**config.mk**
```make
export PLATFORM = sky130hd
export DESIGN_NAME = frac_map
export DESIGN_NICKNAME = d
export VERILOG_FILES = /design/src/rtl/frac_pkg.sv /design/src/rtl/frac_alloc.sv /design/src/rtl/frac_ovh_src.sv /design/src/rtl/frac_map.sv
export SDC_FILE = /design/constraint.sdc
export NUM_CORES = 1
export LEC_CHECK = 0
export BUFFER_PORTS_ARGS = -buffer_cell sky130_fd_sc_hd__buf_2
export CAP_MARGIN = 0
export CORE_MARGIN = 4
export CORE_UTILIZATION = 40
export CTS_BUF_LIST = sky130_fd_sc_hd__clkbuf_4 sky130_fd_sc_hd__clkbuf_8 sky130_fd_sc_hd__clkbuf_16
export DETAILED_ROUTE_END_ITERATION = 10
export SLEW_MARGIN = 20
export SYNTH_ARGS = -nofsm -noshare
export SYNTH_HDL_FRONTEND = slang
export SYNTH_SLANG_ARGS = --single-unit
```
**constraint.sdc**
```tcl
create_clock -name clk_i -period 3.8 [get_ports clk_i]
set_clock_uncertainty 0.05 [all_clocks]
set_input_delay 0.38 -clock clk_i [delete_from_list [all_inputs] [get_ports clk_i]]
set_output_delay 0.38 -clock clk_i [all_outputs]
set_load 0.02 [all_outputs]
```
**src/rtl/frac_pkg.sv**
```systemverilog
package frac_pkg;
  typedef enum logic [1:0] {
    OVH_ZERO = 2'd0,
    OVH_ONE  = 2'd1,
    OVH_ALT  = 2'd2,
    OVH_EXT  = 2'd3
  } ovh_src_e;
endpackage

```
**src/rtl/frac_alloc.sv**
```systemverilog
module frac_alloc #(
  parameter int CNT_W = 8
) (
  input  logic             clk_i,
  input  logic             rst_ni,
  input  logic             ext_mode_i,
  input  logic [CNT_W-1:0] pay_len_i,
  input  logic [CNT_W-1:0] ovh_len_i,
  input  logic             frame_i,
  input  logic             slot_i,
  input  logic             alloc_i,
  output logic             is_pay_o
);
  logic             in_ovh_q, in_ovh_d, eff_ovh;
  logic [CNT_W-1:0] cnt_q, cnt_d, eff_cnt, lim, pay_lim, ovh_lim;

  assign pay_lim = (pay_len_i == '0) ? CNT_W'(1) : pay_len_i;
  assign ovh_lim = (ovh_len_i == '0) ? CNT_W'(1) : ovh_len_i;

  always_comb begin
    eff_ovh  = frame_i ? 1'b0 : in_ovh_q;
    eff_cnt  = frame_i ? '0 : cnt_q;
    lim      = eff_ovh ? ovh_lim : pay_lim;
    in_ovh_d = eff_ovh;
    cnt_d    = eff_cnt;
    if (slot_i) begin
      // >= keeps a shortened length from running away mid-cycle
      if (eff_cnt >= lim - CNT_W'(1)) begin
        in_ovh_d = ~eff_ovh;
        cnt_d    = '0;
      end else begin
        cnt_d = eff_cnt + CNT_W'(1);
      end
    end
  end

  always_ff @(posedge clk_i or negedge rst_ni) begin
    if (!rst_ni) begin
      in_ovh_q <= 1'b0;
      cnt_q    <= '0;
    end else begin
      in_ovh_q <= in_ovh_d;
      cnt_q    <= cnt_d;
    end
  end

  assign is_pay_o = ext_mode_i ? alloc_i : ~eff_ovh;

  AST_FRAME_RESTART: assert property (@(posedge clk_i) disable iff (!rst_ni)
    (frame_i && !slot_i) |=> (!in_ovh_q && cnt_q == '0));
  AST_FRAME_SLOT_PAY: assert property (@(posedge clk_i) disable iff (!rst_ni)
    (frame_i && slot_i && !ext_mode_i) |-> is_pay_o);
  AST_IDLE_HOLD: assert property (@(posedge clk_i) disable iff (!rst_ni)
    (!slot_i && !frame_i) |=> ($stable(in_ovh_q) && $stable(cnt_q)));
endmodule

```
**src/rtl/frac_ovh_src.sv**
```systemverilog
module frac_ovh_src
  import frac_pkg::*;
(
  input  logic     clk_i,
  input  logic     rst_ni,
  input  ovh_src_e src_i,
  input  logic     adv_i,
  input  logic     ext_dat_i,
  output logic     bit_o
);
  logic alt_q;

  always_ff @(posedge clk_i or negedge rst_ni) begin
    if (!rst_ni)    alt_q <= 1'b1;
    else if (adv_i) alt_q <= ~alt_q;
  end

  always_comb begin
    unique case (src_i)
      OVH_ZERO: bit_o = 1'b0;
      OVH_ONE:  bit_o = 1'b1;
      OVH_ALT:  bit_o = alt_q;
      default:  bit_o = ext_dat_i;
    endcase
  end

  AST_ALT_HOLD: assert property (@(posedge clk_i) disable iff (!rst_ni)
    !adv_i |=> $stable(alt_q));
  AST_ALT_STEP: assert property (@(posedge clk_i) disable iff (!rst_ni)
    adv_i |=> (alt_q != $past(alt_q)));
endmodule

```
**src/rtl/frac_map.sv**
```systemverilog
module frac_map
  import frac_pkg::*;
#(
  parameter int CNT_W = 8
) (
  input  logic             clk_i,
  input  logic             rst_ni,
  input  logic             ext_alloc_i,
  input  logic [CNT_W-1:0] pay_len_i,
  input  logic [CNT_W-1:0] ovh_len_i,
  input  logic [1:0]       ovh_src_i,
  input  logic             tx_frame_i,
  input  logic             tx_slot_i,
  input  logic             tx_alloc_i,
  input  logic             tx_bit_i,
  output logic             tx_pay_req_o,
  input  logic             tx_pay_dat_i,
  output logic             tx_ovh_en_o,
  input  logic             tx_ovh_dat_i,
  output logic             tx_bit_o,
  input  logic             rx_frame_i,
  input  logic             rx_slot_i,
  input  logic             rx_alloc_i,
  input  logic             rx_bit_i,
  output logic             rx_pay_vld_o,
  output logic             rx_pay_dat_o,
  output logic             rx_ovh_en_o,
  output logic             rx_ovh_dat_o
);
  logic tx_is_pay, rx_is_pay, fill_bit;

  frac_alloc #(.CNT_W(CNT_W)) u_tx_alloc (
    .clk_i, .rst_ni, .ext_mode_i(ext_alloc_i), .pay_len_i, .ovh_len_i,
    .frame_i(tx_frame_i), .slot_i(tx_slot_i), .alloc_i(tx_alloc_i),
    .is_pay_o(tx_is_pay)
  );

  frac_alloc #(.CNT_W(CNT_W)) u_rx_alloc (
    .clk_i, .rst_ni, .ext_mode_i(ext_alloc_i), .pay_len_i, .ovh_len_i,
    .frame_i(rx_frame_i), .slot_i(rx_slot_i), .alloc_i(rx_alloc_i),
    .is_pay_o(rx_is_pay)
  );

  frac_ovh_src u_fill (
    .clk_i, .rst_ni, .src_i(ovh_src_e'(ovh_src_i)), .adv_i(tx_ovh_en_o),
    .ext_dat_i(tx_ovh_dat_i), .bit_o(fill_bit)
  );

  assign tx_pay_req_o = tx_slot_i & tx_is_pay;
  assign tx_ovh_en_o  = tx_slot_i & ~tx_is_pay;
  always_comb begin
    if (tx_pay_req_o)     tx_bit_o = tx_pay_dat_i;
    else if (tx_ovh_en_o) tx_bit_o = fill_bit;
    else                  tx_bit_o = tx_bit_i;
  end

  assign rx_pay_vld_o = rx_slot_i & rx_is_pay;
  assign rx_ovh_en_o  = rx_slot_i & ~rx_is_pay;
  assign rx_pay_dat_o = rx_pay_vld_o & rx_bit_i;
  assign rx_ovh_dat_o = rx_ovh_en_o & rx_bit_i;

  AST_TX_ONE_STROBE: assert property (@(posedge clk_i) disable iff (!rst_ni)
    tx_slot_i |-> ($countones({tx_pay_req_o, tx_ovh_en_o}) == 1));
  AST_RX_ONE_STROBE: assert property (@(posedge clk_i) disable iff (!rst_ni)
    rx_slot_i |-> ($countones({rx_pay_vld_o, rx_ovh_en_o}) == 1));
  AST_IDLE_QUIET: assert property (@(posedge clk_i) disable iff (!rst_ni)
    (!tx_slot_i && !rx_slot_i) |-> !(tx_pay_req_o || tx_ovh_en_o || rx_pay_vld_o || rx_ovh_en_o));
  AST_RX_DAT_GATED: assert property (@(posedge clk_i) disable iff (!rst_ni)
    !rx_pay_vld_o |-> !rx_pay_dat_o);
endmodule

```
==> results.md <==
- Status: completed
- Setup TNS: 0 ns
- Post-Syn Instances: around 240
- # Max-Cap Violations: 0
- Post-synth cell types: 42
- Post-Layout Inst Area: 2370 sq um
- Part of the power in registers: 0.433
- # DRC: 0
- TritonCTS buffer count: 3
- Layout area overhead: 11.5%
- Synth cell count leaders: nor2_1, xor2_1, ha_1, dfrtp_1, mux2i_1
- Initial antenna violation count: 0
- Hold-fix buffers, CTS: 0
- Area share of the largest cell type after synthesis: 0.212
- Ports: 38
- Clk pin slew, worst setup/hold paths: 0.07 ns
- # resized after CTS: 0
- Fillers: 540
- Final hold viol count: 0
- CTS tree: built
- Global route overflow: 0
- First-pass GRT wire length: just over 8000 um
- Cell mode on critical path: ha_1
- Pleak: 0.00110 uW
- Vias: 1,718
- Post-CTS setup buffers: 0
- GP Congestion: 0.857
- Row cnt: 26
- Peak supply drop: about 0.00018 V
- Clock latency on the worst-skew pair: 0.25 ns
- Core Area: 5140 sq um
- DRT Pass-1 Iters: 4
- Top Family by Delay on Critical Path: compound AO/OA/AOI/OAI gates
- Clock network power share: 0.278
- Vias/cell: 5.04
- Register bit total from synthesis: 19
- Dpl hpwl: 3970 um
- Largest area contributor in the netlist: dfrtp_1
- Fin util: 0.461
- Total track usage: 0.157
- Crit path capture type: register
- Net Sw Frac: 0.309
- Count of final setup violators: 0
- CP arrival: around 3.2 ns
- DRT iter0 DRCs: 42
- Post-synth EDFFs: 0
- Nets: 323
- Routed wire length: 4910 um
- Ys Warns: 0
- Port bufs: 37
- Hold Crit Class: input pin to async pin
- CTS Sinks: 19
- Antenna Nets Post-Route: 0
- # diodes: 0
- RSZ-0062 raised after global routing: false
- Bufs on Longest Clock Path: 2
- Sequential area share after synthesis: 0.225
- Die area: 6540 sq um
- Power density over the cells: 222 nW/um^2
- Share of layout cells above drive strength 1: 0.203
- Top_reg_cell synth: dfrtp_1
- Syn Nets: around 290
- Critical Path, Cell by Cell: buf_2, nor3_2, a31oi_2, nand2_1, o21ai_0, ha_1, and3_1, xor2_1, mux2i_1, ha_1, a41o_1, a21oi_1, o32ai_4, nor3_1
- Internal Power: ~360 uW
- Mapped cell area: 2120 sq um
- Startpoint Class: input pin
- Logic pwr share: 0.289
- CP max-delay cell: nor3_2
- Period utilization: 0.805
- Chip Height: 80.9 um
- Clock Tree Root: clkbuf_8
- Switch Pwr: 162 uW
- CTS H-tree depth: 1
- Die width: slightly above 80 um
- Delay of the slowest critical-path stage: 0.30 ns
- Number of global-route vias before repair: 1,705
- Initial core utilization: 0.413
- Top-count cell post-synth: nor2_1
- DP Area: 2320 sq um
- Post-synth ARST share: 1.00
- Largest net degree at the start of global routing: 20
- Max-slew violations: 0
- Routed wire per std cell: 14.4 um
- Crit Path Class: input pin to register
- Syn Area/Cell: 8.92 sq um
- Rel. slew slack: 0.673
- Max Clock Freq: 0.327 GHz
- Min Tclk post-route: around 3.1 ns
- CP bufs+invs: 1
- Slew @ Worst Pin: 0.476 ns
- Largest cells by area after synthesis: dfrtp_1, ha_1, xor2_1
- CP max FO: 9
- CP Data Required Time: approximately 4 ns
-- final cells by class --
type / count / area (sq um) / area share
inverter: 8 / 30.0 / 0.0127
clock buffer: 4 / 48.8 / 0.0206
tap: 70 / 87.6 / 0.0370
sequential: 19 / 477 / 0.201
timing repair buffer: 37 / 185 / 0.0782
multi-input combinational: 203 / 1540 / 0.650
-- registers in the layout (all words and copies together) (netlist names) --
signal and flops:
u_rx_alloc.cnt_q 8, u_tx_alloc.in_ovh_q 1, u_rx_alloc.in_ovh_q 1, u_fill.alt_q 1, u_tx_alloc.cnt_q 8
-- cells by family after synthesis --
kind of cell               after synthesis  synth area share
and+or+nand+nor                         99             0.249
xor gates and xnor gates                35             0.144
AOI/OAI and AO/OA                       30             0.118
adders and majority gates               20             0.118
muxes                                   19            0.0955
DFF                                     19             0.225
buffers and inverters                   16            0.0507
-- per-stage QoR --
step | total power [uW] | hold WS (ns) | cells | setup slack [ns]
finish | 526 | 0.0134 | 341 | 0.741
global route | 560 | 0.0547 | 341 | 0.440
CTS | 532 | 0.0307 | 341 | 0.712
detailed placement | 383 | 0.305 | 337 | 0.451
global placement | 381 | 0.295 | 337 | 0.410
floorplan | 332 | 0.0344 | 238 | 0.928
-- cell usage in the layout, fill, tap and decap left out, types with 3 or more instances in the layout --
cell / netlist / final
buf_2: 2 / 37
a21oi_1: 6 / 6
ha_1: 20 / 20
nor2b_1: 13 / 13
inv_1: 7 / 7
o211ai_1: 3 / 3
dfrtp_1: 18 / 18
mux2i_1: 18 / 18
nor3b_1: 4 / 4
and3_1: 3 / 3
o21a_1: 3 / 3
xnor2_1: 13 / 13
nor2_1: 31 / 31
or3_1: 3 / 3
xor2_1: 22 / 22
clkbuf_8: 0 / 3
nor3_1: 9 / 9
nand2_1: 14 / 14
nand4_1: 4 / 4
nor2b_4: 3 / 3
o21ai_0: 5 / 5
nand3_1: 4 / 4
nand2b_1: 3 / 3
-- power groups by stage --
stage | clock network [uW] | logic (uW) | registers, uW
global placement | 0 | 150 | 231
global route | 160 | 171 | 229
detailed placement | 0 | 152 | 231
finish | 146 | 152 | 228
floorplan | 0 | 103 | 229
CTS | 151 | 153 | 228
-- routing by layer --
layer	part of all wire	wire [um]	GRT usage	vias up
met4	0.0092	45	0.0405	0
li1	-	-	-	889
met5	0	0	0	-
met2	0.45	2190	0.258	38
met3	0.041	202	0.0166	4
met1	0.50	2470	0.219	787
-- worst paths after layout --
check	to	slack, ns	cells past startpoint	start
max	u_tx_alloc.cnt_q[3]$_DFF_PN0_	0.74	14	ovh_len_i[3]
min	u_rx_alloc.cnt_q[4]$_DFF_PN0_	0.01	1	rst_ni
max reg2reg	u_tx_alloc.cnt_q[3]$_DFF_PN0_	0.85	11	u_tx_alloc.in_ovh_q$_DFF_PN0_
min reg2reg	u_fill.alt_q$_DFFE_PN1P_	0.48	1	u_fill.alt_q$_DFFE_PN1P_
max in group asynchronous	u_fill.alt_q$_DFFE_PN1P_	3.35	1	rst_ni
min in group clk_i	u_rx_alloc.cnt_q[0]$_DFF_PN0_	0.45	3	rx_slot_i
Note: power is estimated with default switching activity, not from simulation.
